File: src/rtl/deglitch_pkg.sv
package deglitch_pkg;

  typedef struct packed {
    logic tick;    // sample strobe
    logic clear;   // restart qualification
    logic bypass;  // filter disabled
  } strobe_t;

  typedef enum logic [1:0] {
    PRE_SHORT  = 2'd0,
    PRE_MED    = 2'd1,
    PRE_LONG   = 2'd2,
    PRE_CUSTOM = 2'd3
  } preset_e;

endpackage

File: src/rtl/deglitch_ctrl.sv
module deglitch_ctrl
  import deglitch_pkg::*;
#(
  parameter int DIV_W    = 16,
  parameter int CNT_W    = 10,
  parameter int FAST_N   = 9,
  parameter int MED_N    = 512,
  parameter int SLOW_N   = 256,
  parameter int SLOW_DIV = 800
) (
  input  logic             clk,
  input  logic             rst_n,
  input  logic             filterEn,
  input  logic [1:0]       presetSel,
  input  logic [DIV_W-1:0] customDiv,
  input  logic [CNT_W-1:0] customCount,
  output strobe_t          str,
  output logic [CNT_W-1:0] runLimit
);

  localparam logic [DIV_W-1:0] OneDiv  = DIV_W'(1);
  localparam logic [DIV_W-1:0] SlowDiv = DIV_W'(SLOW_DIV);
  localparam logic [CNT_W-1:0] OneCnt  = CNT_W'(1);

  logic             enActive;
  logic [1:0]       selPrev;
  logic [DIV_W-1:0] divPrev;
  logic [CNT_W-1:0] cntPrev;
  logic [DIV_W-1:0] divCnt;
  logic [DIV_W-1:0] reloadVal;
  logic             cfgChanged;
  logic             clearNow;

  always_comb begin
    unique case (preset_e'(presetSel))
      PRE_SHORT: begin reloadVal = OneDiv;  runLimit = CNT_W'(FAST_N); end
      PRE_MED:   begin reloadVal = OneDiv;  runLimit = CNT_W'(MED_N);  end
      PRE_LONG:  begin reloadVal = SlowDiv; runLimit = CNT_W'(SLOW_N); end
      default: begin
        reloadVal = (customDiv == '0) ? OneDiv : customDiv;
        runLimit  = (customCount == '0) ? OneCnt : customCount;
      end
    endcase
  end

  assign cfgChanged = (presetSel != selPrev) || (customDiv != divPrev) ||
                      (customCount != cntPrev);
  assign clearNow   = filterEn && (cfgChanged || !enActive);

  always_ff @(posedge clk) begin
    if (!rst_n) begin
      enActive <= 1'b0;
      selPrev  <= '0;
      divPrev  <= '0;
      cntPrev  <= '0;
      divCnt   <= OneDiv;
    end else begin
      enActive <= filterEn;
      selPrev  <= presetSel;
      divPrev  <= customDiv;
      cntPrev  <= customCount;
      if (!filterEn || clearNow || divCnt <= OneDiv) divCnt <= reloadVal;
      else                                           divCnt <= divCnt - OneDiv;
    end
  end

  assign str.tick   = filterEn && !clearNow && (divCnt <= OneDiv);
  assign str.clear  = clearNow;
  assign str.bypass = !filterEn;

  // with a period above one cycle, ticks never fall on adjacent cycles
  a_r7_tick_gap: assert property (@(posedge clk) disable iff (!rst_n)
    (str.tick && reloadVal > OneDiv) |=> !str.tick);

endmodule

File: src/rtl/deglitch_path.sv
module deglitch_path
  import deglitch_pkg::*;
#(
  parameter int CNT_W = 10
) (
  input  logic             clk,
  input  logic             rst_n,
  input  logic             rawIn,
  input  strobe_t          str,
  input  logic [CNT_W-1:0] runLimit,
  output logic             filtOut
);

  logic             syncA;
  logic             syncLvl;
  logic [CNT_W-1:0] runCnt;
  logic [CNT_W-1:0] runNext;

  assign runNext = runCnt + CNT_W'(1);

  always_ff @(posedge clk) begin
    if (!rst_n) begin
      syncA   <= 1'b0;
      syncLvl <= 1'b0;
      filtOut <= 1'b0;
      runCnt  <= '0;
    end else begin
      syncA   <= rawIn;
      syncLvl <= syncA;
      if (str.bypass) begin
        filtOut <= syncLvl;
        runCnt  <= '0;
      end else if (str.clear) begin
        runCnt <= '0;
      end else if (str.tick) begin
        if (syncLvl == filtOut) begin
          runCnt <= '0;
        end else if (runNext >= runLimit) begin
          filtOut <= syncLvl;
          runCnt  <= '0;
        end else begin
          runCnt <= runNext;
        end
      end
    end
  end

  // bypass copies the synchronized level
  a_r2_bypass_copy: assert property (@(posedge clk) disable iff (!rst_n)
    str.bypass |=> (filtOut == $past(syncLvl)));

  // a sample at the present output level restarts the run
  a_r4_restart: assert property (@(posedge clk) disable iff (!rst_n)
    (str.tick && !str.clear && !str.bypass && syncLvl == filtOut) |=> (runCnt == '0));

  // a clear never moves the output
  a_r9_clear_hold: assert property (@(posedge clk) disable iff (!rst_n)
    (str.clear && !str.bypass) |=> $stable(filtOut));

  // while filtering, output moves only after a live tick
  a_r11_on_tick: assert property (@(posedge clk) disable iff (!rst_n)
    (!$stable(filtOut) && !$past(str.bypass)) |-> $past(str.tick && !str.clear));

endmodule

File: src/rtl/pin_deglitch.sv
module pin_deglitch
  import deglitch_pkg::*;
#(
  parameter int DIV_W    = 16,
  parameter int CNT_W    = 10,
  parameter int FAST_N   = 9,
  parameter int MED_N    = 512,
  parameter int SLOW_N   = 256,
  parameter int SLOW_DIV = 800
) (
  input  logic             clk,
  input  logic             rst_n,
  input  logic             rawIn,
  input  logic             filterEn,
  input  logic [1:0]       presetSel,
  input  logic [DIV_W-1:0] customDiv,
  input  logic [CNT_W-1:0] customCount,
  output logic             filtOut
);

  strobe_t          str;
  logic [CNT_W-1:0] runLimit;

  deglitch_ctrl #(
    .DIV_W(DIV_W), .CNT_W(CNT_W), .FAST_N(FAST_N),
    .MED_N(MED_N), .SLOW_N(SLOW_N), .SLOW_DIV(SLOW_DIV)
  ) ctrl_i (
    .clk(clk), .rst_n(rst_n), .filterEn(filterEn), .presetSel(presetSel),
    .customDiv(customDiv), .customCount(customCount),
    .str(str), .runLimit(runLimit)
  );

  deglitch_path #(.CNT_W(CNT_W)) path_i (
    .clk(clk), .rst_n(rst_n), .rawIn(rawIn), .str(str),
    .runLimit(runLimit), .filtOut(filtOut)
  );

  // output is low in the cycle after reset
  a_r1_reset_low: assert property (@(posedge clk) !rst_n |=> !filtOut);

endmodule

File: config.mk
export PLATFORM = sky130hd
export DESIGN_NAME = pin_deglitch
export DESIGN_NICKNAME = d
export VERILOG_FILES = /design/src/rtl/deglitch_pkg.sv /design/src/rtl/deglitch_ctrl.sv /design/src/rtl/deglitch_path.sv /design/src/rtl/pin_deglitch.sv
export SDC_FILE = /design/constraint.sdc
export NUM_CORES = 1
export LEC_CHECK = 0
export ABC_CLOCK_PERIOD_IN_PS = 3800
export BUFFER_PORTS_ARGS = -buffer_cell sky130_fd_sc_hd__buf_4
export CAP_MARGIN = 20
export CORE_ASPECT_RATIO = 1.4
export CORE_MARGIN = 5
export CORE_UTILIZATION = 42
export DETAILED_ROUTE_END_ITERATION = 10
export GPL_ROUTABILITY_DRIVEN = 0
export PLACE_DENSITY = 0.69
export REMOVE_ABC_BUFFERS = 1
export SLEW_MARGIN = 20
export SYNTH_ARGS = -nofsm -noshare
export SYNTH_HDL_FRONTEND = slang
export SYNTH_SLANG_ARGS = --single-unit
export TNS_END_PERCENT = 5
File: constraint.sdc
create_clock -name clk -period 3.8 [get_ports clk]
set_input_delay 0.19 -clock clk [delete_from_list [all_inputs] [get_ports clk]]
set_output_delay 0.19 -clock clk [all_outputs]
set_load 0.02 [all_outputs]
# Yosys cells after proc, flatten, opt, wreduce, memory -nomap -nowiden
# Cells that the tools add are included.
classes:
  n_reduce_logical: 17
  order_cmp: 2
  eq_ne: 10
  n_bitwise: 2
  add_sub_neg: 2
  muxes: 12
op_table:
  columns: ["op", "n"]
  rows:
  - ["2-to-1 mux 16 bit", 2]
  - ["one-hot mux 16 bit (2 select lines)", 1]
  - ["2-to-1 mux 10 bit", 3]
  - ["one-hot mux 10 bit (3 select lines)", 1]
  - ["<= comparator 16 x 1 -> 1 bit (second input constant)", 1]
  - ["logical NOT 16 bit", 1]
  - ["!= test 16 bit", 1]
  - ["subtractor 16 x 1 -> 16 bit (second input constant)", 1]
  - ["adder 10 x 1 -> 10 bit (second input constant)", 1]
  - [">= comparator 10 bit", 1]
  - ["logical NOT 10 bit", 1]
  - ["!= test 10 bit", 1]
  - ["logical OR 1 bit", 5]
  - ["2-to-1 mux 1 bit", 5]
  - ["!= test 2 x 1 -> 1 bit (second input constant)", 2]
  - ["!= test 2 bit (second input constant)", 2]
  - ["AND reduction 4 bit", 1]
  - ["logical AND 1 bit", 3]
  - ["logical NOT 1 bit", 3]
  - ["OR reduction 3 bit", 1]
  - ["== test 2 x 1 -> 1 bit (second input constant)", 1]
  - ["== test 2 bit (second input constant)", 1]
  - ["logical NOT 2 bit", 1]
  - ["!= test 2 bit", 1]
  - ["3 further kinds", 4]
totals:
  output_inout_bits: 1
  word_cells: 54
  input_bits: 32
  register_bits: 58

# Logic depth before layout (Yosys ltp)
# Gate-level depths: netlist of the first run.
logic_depth:
  depth_word: 11
  ltp_mapped: 13
  ltp_nobuf: 12

# Cells and area by module
# A second synthesis of the first run with hierarchy kept.
unflattened:
  hier_cells: 365
  area_unflattened_um2: 3161.8
modules_own_cells:
  columns: ["mod", "seq_area_each_um2", "cells_per_inst", "n_inst", "area_per_inst_um2"]
  rows:
  - ["deglitch_ctrl", 900.9, 255, 1, 2259.7]
  - ["deglitch_path", 260.2, 110, 1, 902.1]

# Worst setup path after synthesis of the first run
# Ideal clock, no wire load.
synth_timing:
  path_type: "register to register"
  startpoint: "register path_i.runCnt[0]"
  endpoint: "register path_i.runCnt[7]"
  slack_ns: 0.728
  arrival_ns: 2.998
  t_required_ns: 3.726
  synth_period_minus_slack_ns: 3.072
  setup_ns: 0.074
  n_path_buf: 0
  stages_incl_launch_ff: 13
  path_cell_list: "dfxtp_1 ha_1 and3_1 and3_1 nand3_1 xnor2_1 ha_1 o21ai_0 nor2_1 or3_1 nor3_2 or4b_1 a31oi_1"
synth_via:
  elab_chain_cells: 4
synth_rtl:
  columns: ["element", "line", "source"]
  rows:
  - ["from (decl)", "deglitch_path.sv:16", "logic [CNT_W-1:0] runCnt;"]
  - ["from (signal assigned)", "deglitch_path.sv:42", "runCnt <= runNext;"]
  - ["adder 10 x 1 -> 10 bit (*)", "deglitch_path.sv:19", "assign runNext = runCnt + CNT_W'(1);"]
  - [">= comparator 10 bit", "deglitch_path.sv:38", "end else if (runNext >= runLimit) begin"]
  - ["2-to-1 mux 10 bit (*)", "deglitch_path.sv:38", null]
  - ["2-to-1 mux 10 bit (*)", "deglitch_path.sv:36", "if (syncLvl == filtOut) begin"]
# Mark *: on every way between the ends. The rest lies on a longest branch, timed or not.
# A chain may end at the register's enable or synchronous reset.

# Worst setup path after layout of the first run
# Ends and elaborated chain as after synthesis.

==> impl_metrics.py, run 1 <==
metrics = {
    "cts": {
        "ctsHoldBuffers": 0,
        "root_buffer": "clkbuf_8",
        "post_cts_buffers": 0,
        "numCtsBuffers": 9,
        "post_cts_resized": 0,
        "cts_buffer_depth": 2,
        "clock_sinks": 58,
        "cts_max_level": 3,
        "cts_tree": "done",
        "clk_pin_slew_worst_paths_ps": 60,
        "clock_latency_ps": 350,
    },
    "timing": {
        "fmax_mhz": 318,
        "hold_violations": 0,
        "worst_slew_pin_slew_ps": 595,
        "setup_viol": 0,
        "fin_skew_ps": 9.53,
        "rsz0062_at_grt": "no",
        "min_period_ps": 3150,
        "slew_headroom_pct": 60.0,
        "fin_crit_sh_pct": 82.8,
        "setup_tns_ps": 0,
        "drv_slew": 0,
    },
    "synthesis": {
        "synth-compound-area-share_pct": 8.94,
        "synth_seq_area_share_pct": 38.0,
        "ys_ff_latch": 58,
        "synth_top_cell_by_area": "dfxtp_1",
        "synth_top_cell_area_share_pct": 38.0,
        "synth-simple-area-share_pct": 29.3,
        "synth-edff-count": 0,
        "synth_cell_types": 41,
        "synth-xor-area-share_pct": 14.6,
        "netlist_area_um2": 3050,
        "avgSynthCellArea_um2": 8.74,
        "syn-instance-count": 349,
        "synthAdderAreaFrac_pct": 5.33,
        "yosys_warnings": 0,
        "synthTopCellsByArea": "dfxtp_1 (38%), xor2_1 (8.9%), and2_1 (7.2%), xnor2_1 (5.7%), ha_1 (5.3%)",
        "ys_async_sr_fraction_pct": 0,
        "synth_ff_type": "dfxtp_1",
        "synth_top_family_by_area": "simple AND/OR/NAND/NOR gates",
        "synth.area.mux_share_pct": 0.984,
    },
    "detailed_routing": {
        "dr.pass1.iters": 4,
        "detail_route.iter0.violations": 72,
        "totalWireLength_mm": 7.01,
        "antenna_left": 0,
        "wl_per_cell_um": 14.5,
        "vias": 2562,
        "post-route-drc-count": 0,
        "via_per_inst": 5.32,
    },
    "power_and_ir_drop": {
        "power_density_nw_per_um2": 407,
        "ir_worst_vdd_v": 0.000241,
        "p_total_uw": 1470,
        "p_leak_uw": 0.00145,
    },
    "critical_path": {
        "r2r_cells": 12,
        "critical_path_required_ps": 4080,
        "critPathBufInv": 0,
        "cp-end-kind": "flip-flop",
        "crit_family": "simple AND/OR/NAND/NOR gates",
        "reg2reg_slack_ps": 650,
        "rr_startpoint": "path_i.runCnt[0]",
        "critPathKind": "flip-flop to flip-flop",
        "crit_cells": 12,
        "cp-start-kind": "flip-flop",
        "max_stage_delay_ps": 440,
        "worst_r2r_endpoint": "path_i.runCnt[7]",
        "arrival_ps": 3430,
        "critPathMaxFanout": 5,
        "critPathSlowestCell": "or4b_1",
        "crit_chain": "ha_1 > and3_1 > and3_1 > nand3_1 > xnor2_1 > ha_1 > o21ai_0 > nor2_1 > or3_1 > nor3_2 > or4b_1 > a31oi_1",
    },
    "die": {
        "die_y_um": 111,
        "io-pin-count": 33,
        "core_um2": 7030,
        "rows": 36,
        "die-area_um2": 9090,
        "die_x_um": 82.0,
        "start_util_pct": 43.4,
    },
    "layout": {
        "final_nets": 427,
        "drive_gt1_share_pct": 14.7,
        "layout_commonest_cell": "dfxtp_1",
        "final_cell_mix": "dfxtp_1 (58), nand2_1 (38), and2_1 (35), buf_4 (34), xor2_1 (31)",
        "fin_cells": 482,
        "n_antenna_cell": 0,
        "syn_to_final_growth_pct": 18.2,
    },
    "status": {
        "status": "complete, no violations",
    },
    "place": {
        "port-buffer-count": 32,
        "dp_hpwl_mm": 5.22,
        "dp.cells": 466,
    },
    "hold_path": {
        "hold_path_startpoint": "rawIn",
        "hp-class": "input pin to flip-flop",
        "min_path_cells": 2,
        "min_to": "path_i.syncA",
    },
    "run": {
        "maxCapViolCount": 0,
    },
    "global_route": {
        "grt_max_degree": 43,
        "grt_overflow": 0,
        "grtUsageTotal_pct": 16.5,
        "grt_pass1_wl_mm": 11.4,
        "antenna_found_initial": 0,
        "grt_pass1_vias": 2542,
    },
}
==> per-stage QoR <==
step | instance area (um^2) | worst slack (ps) | utilization, % | hold WS [ps]
floorplan | 3000 | 340 | - | 266
global placement | 3380 | 711 | 48.1 | 397
detailed placement | 3380 | 651 | 48.1 | 406
CTS | 3610 | 644 | 51.3 | 43.7
global route | 3610 | 338 | 51.3 | 49.0
finish | 3610 | 654 | 51.3 | 53.6
==> metal layers <==
layer  up-vias  GRT usage [%]  part of all wire [%]
li1       1286              -                     -
met5         -              0                     0
met2        55           27.1                    50
met4         0           9.42                   3.2
met1      1204           18.4                    42
met3        17           4.80                   4.9
==> cell type report <==
| class | count | area, um^2 |
|---|---|---|
| well taps | 95 | 119 |
| clock buffers | 12 | 155 |
| inverters | 8 | 30.0 |
| multi-input cells | 271 | 1810 |
| repair buffers | 34 | 255 |
| fillers | 698 | 3420 |
| clock inverters | 4 | 73.8 |
| flip-flops and latches | 58 | 1160 |
==> cells in the mapped netlist (8+ instances only) <==
cell type,number
dfxtp_1,58
nor4_1,11
o21ai_0,14
nand3_1,13
nor2_1,17
xnor2_1,20
a22oi_1,9
nand2_1,38
nand4_1,8
clkbuf_1,8
ha_1,13
nor3_1,10
inv_1,8
xor2_1,31
and2_1,35
==> worst register-to-register path: stages, from the launching register on <==
cell and delay [ps]:
dfxtp_1 390, ha_1 240, and3_1 240, and3_1 240
nand3_1 110, xnor2_1 230, ha_1 280, o21ai_0 140
nor2_1 60, or3_1 380, nor3_2 180, or4b_1 440
a31oi_1 160
==> worst max path at each step <==
| stage | start | slack (ps) | endpoint |
|---|---|---|---|
| floorplan | ctrl_i.divCnt[0] | 340 | ctrl_i.divCnt[10] |
| finish | path_i.runCnt[0] | 650 | path_i.runCnt[7] |
| CTS | path_i.runCnt[0] | 640 | path_i.runCnt[7] |
| detailed placement | path_i.runCnt[0] | 650 | path_i.runCnt[7] |
| global route | path_i.runCnt[0] | 340 | path_i.runCnt[7] |
| global placement | path_i.runCnt[0] | 710 | path_i.runCnt[7] |
==> report_power, final <==
group	total [uW]	switching (uW)	leakage [uW]	internal (uW)
registers	645	13.7	0.000478	632
clock network	656	251	0.000117	405
logic	167	92.0	0.000855	74.8
==> logic make-up (layout without fill, tap and decap cells) <==
| group | Yosys count | in the layout |
|---|---|---|
| AND/OR/NAND/NOR | 161 | 161 |
| buffers and inverters | 20 | 58 |
| AO/OA/AOI/OAI | 43 | 43 |
| adder cells (fa/ha/maj) | 13 | 13 |
| multiplexers | 3 | 3 |
| flip-flops | 58 | 58 |
| XOR/XNOR | 51 | 51 |
==> registers in the layout, summed over array words and instances, names as in the netlist <==
register         flops
path_i.filtOut       1
ctrl_i.enActive      1
path_i.syncLvl       1
ctrl_i.selPrev       2
path_i.runCnt       10
ctrl_i.divCnt       16
path_i.syncA         1
ctrl_i.divPrev      16
ctrl_i.cntPrev      10
(Power assumes the default switching activity.)
==> run 2: changes to the inputs <==
--- a/config.mk
+++ b/config.mk
@@ -5,7 +5,7 @@
 export SDC_FILE = /design/constraint.sdc
 export NUM_CORES = 1
 export LEC_CHECK = 0
-export ABC_CLOCK_PERIOD_IN_PS = 3800
+export ABC_CLOCK_PERIOD_IN_PS = 2900
 export BUFFER_PORTS_ARGS = -buffer_cell sky130_fd_sc_hd__buf_4
 export CAP_MARGIN = 20
 export CORE_ASPECT_RATIO = 1.4
==> constraint.sdc (replaced) <==
create_clock -name clk -period 2.9 [get_ports clk]
set_input_delay 0.145 -clock clk [delete_from_list [all_inputs] [get_ports clk]]
set_output_delay 0.145 -clock clk [all_outputs]
set_load 0.02 [all_outputs]
==> run 2 against run 1 <==
  * Total power up 24%
  * First-iteration DRC count increased by 97%
  * Clock power rose by 14%
  * Design area is 7.9% higher
  * Wire length grew 8.8%
  * Hold slack lost 18 ps
  * Global-route usage rose by 1.3 points
  * Critical path type unchanged
  * Critical endpoint unchanged
  * Largest cell class unchanged
  * Highest routed layer unchanged
==> impl_metrics.py, run 2 (synthesis gave the netlist of run 1 again) <==
metrics = {
    "critical_path": {
        "critPathBufInv": 1,
        "cp-endpoint": "path_i.runCnt[7]",
        "max_stage_delay_ps": 470,
        "critPathKind": "flip-flop to flip-flop",
        "cp-start-kind": "flip-flop",
        "r2r_cells": 12,
        "crit_family": "simple AND/OR/NAND/NOR gates",
        "crit_cells": 12,
        "reg2reg_slack_ps": 50,
        "critPathSlowestCell": "or4b_4",
        "crit_chain": "ha_4 > and3_4 > and3_4 > buf_4 > xor2_1 > ha_2 > nand4_1 > a211oi_1 > or3_4 > nor3_4 > or4b_4 > a31oi_1",
        "arrival_ps": 3120,
        "critPathLaunch": "path_i.runCnt[1]",
        "cp_common_cell": "and3_4",
        "critPathMaxFanout": 2,
        "critical_path_required_ps": 3180,
        "rr_startpoint": "path_i.runCnt[1]",
        "worst_r2r_endpoint": "path_i.runCnt[7]",
        "cp-end-kind": "flip-flop",
    },
    "place": {
        "port-buffer-count": 32,
        "place_ws_ps": -141,
        "dp_hpwl_mm": 5.60,
    },
    "layout": {
        "final_nets": 451,
        "n_antenna_cell": 0,
        "final_cell_mix": "buf_4 (57), dfxtp_1 (54), nand2_1 (38), and2_1 (35), xor2_1 (31)",
        "syn_to_final_growth_pct": 27.6,
        "layout_commonest_cell": "buf_4",
        "fillers": 679,
        "top_regs": "ctrl_i.divCnt (16), ctrl_i.divPrev (16)",
        "drive_gt1_share_pct": 24.3,
    },
    "run": {
        "maxCapViolCount": 0,
    },
    "timing": {
        "worst_hold_slack_ps": 35.1,
        "min_period_ps": 2850,
        "fin_crit_sh_pct": 98.1,
        "fmax_mhz": 351,
        "drv_slew": 0,
        "setup_slack_ps": 54.7,
        "setup_tns_ps": 0,
        "rsz0062_at_grt": "yes",
        "hold_violations": 0,
        "setup_viol": 0,
        "fin_skew_ps": 8.72,
        "worst_slew_pin_slew_ps": 565,
        "slew_headroom_pct": 62.0,
    },
    "hold_path": {
        "hp-class": "input pin to flip-flop",
    },
    "power_and_ir_drop": {
        "p_comb_share_pct": 13.0,
        "p_int_uw": 1340,
        "p_total_uw": 1830,
        "netSwitchingPower_uw": 491,
        "ir_worst_vdd_v": 0.000318,
        "p_clk_share_pct": 40.8,
        "seqPwrFrac_pct": 46.3,
        "power_density_nw_per_um2": 469,
        "p_leak_uw": 0.00156,
        "swShare_pct": 26.9,
    },
    "global_route": {
        "antenna_found_initial": 0,
        "grtUsageTotal_pct": 17.8,
        "grt_overflow": 0,
        "grt_pass1_wl_mm": 12.5,
        "grt_max_degree": 43,
        "grt_pass1_vias": 2746,
    },
    "cts": {
        "root_buffer": "clkbuf_8",
        "numCtsBuffers": 9,
        "cts_max_level": 3,
        "clock_sinks": 58,
        "cts_buffer_depth": 2,
        "cts_tree": "done",
        "clock_latency_ps": 350,
        "clk_pin_slew_worst_paths_ps": 70,
    },
    "die": {
        "core_um2": 7030,
        "die_x_um": 82.0,
        "rows": 36,
        "die-area_um2": 9090,
        "io-pin-count": 33,
        "die_y_um": 111,
        "start_util_pct": 43.4,
    },
    "detailed_routing": {
        "via_per_inst": 5.26,
        "dr.pass1.iters": 4,
        "wl_per_cell_um": 15.1,
        "post-route-drc-count": 0,
        "vias": 2661,
        "antenna_left": 0,
        "totalWireLength_mm": 7.63,
        "detail_route.iter0.violations": 142,
    },
    "status": {
        "status": "complete, no violations",
    },
}
-- run 2: cell count changes in the layout (fill, tap and decap cells not counted), moves of 3 or more --
cell,change
buf_4,+23
dfxtp_2,+4
dfxtp_1,-4
ha_1,-3
xnor2_1,-3
nand3_1,-3
-- run 2: final cells by class --
type	instances	area (um^2)	share of cell area, %
Multi-Input combinational cell	271	1940	50.0
Sequential cell	58	1170	30.0
Timing Repair Buffer	58	438	11.3
Clock buffer	10	128	3.28
Tap cell	95	119	3.05
Clock inverter	6	67.6	1.74
Inverter	8	30.0	0.771
-- run 2: worst min-delay path by stage --
stage	from	to	slack, ps	cells past startpoint
2_1_floorplan	rst_n	ctrl_i.divCnt[0]	220	1
6_report	customDiv[7]	ctrl_i.divPrev[7]	40	2
4_1_cts	customDiv[11]	ctrl_i.divPrev[11]	30	2
3_5_place_dp	rawIn	path_i.syncA	360	2
5_1_grt	customDiv[7]	ctrl_i.divPrev[7]	30	2
3_3_place_gp	rawIn	path_i.syncA	350	2
-- run 2: stage by stage --
stage          area (um^2)  util, %  instances
6_report              3890     55.4        506
5_1_grt               3890     55.4        506
4_1_cts               3750     53.4        504
3_5_place_dp          3530     50.3        487
3_3_place_gp          3530     50.3        487
2_1_floorplan         3000        -        337
-- run 2: metal layers --
| layer | GRT usage [%] | wire [um] | up-vias |
|---|---|---|---|
| li1 | - | - | 1332 |
| met1 | 19.6 | 3090 | 1268 |
| met2 | 29.7 | 3940 | 47 |
| met3 | 6.67 | 398 | 14 |
| met4 | 7.65 | 201 | 0 |
| met5 | 0 | 0 | - |
-- run 2: power groups by stage --
stage	sequential, uW	combinational, uW	clock, uW
final	845	237	745
after global routing	848	265	794
after CTS	845	234	756
after detailed placement	863	232	0
after global placement	862	228	0
after floorplan	860	124	0
-- run 2: repair_timing --
action                                 4_1_cts  5_1_grt
setup buffers                                0        2
setup endpoints to repair                    1       10
endpoints found under the hold margin        1        0
gates resized for setup                      2       26
pin swaps                                    1       13
hold buffers                                 1        0
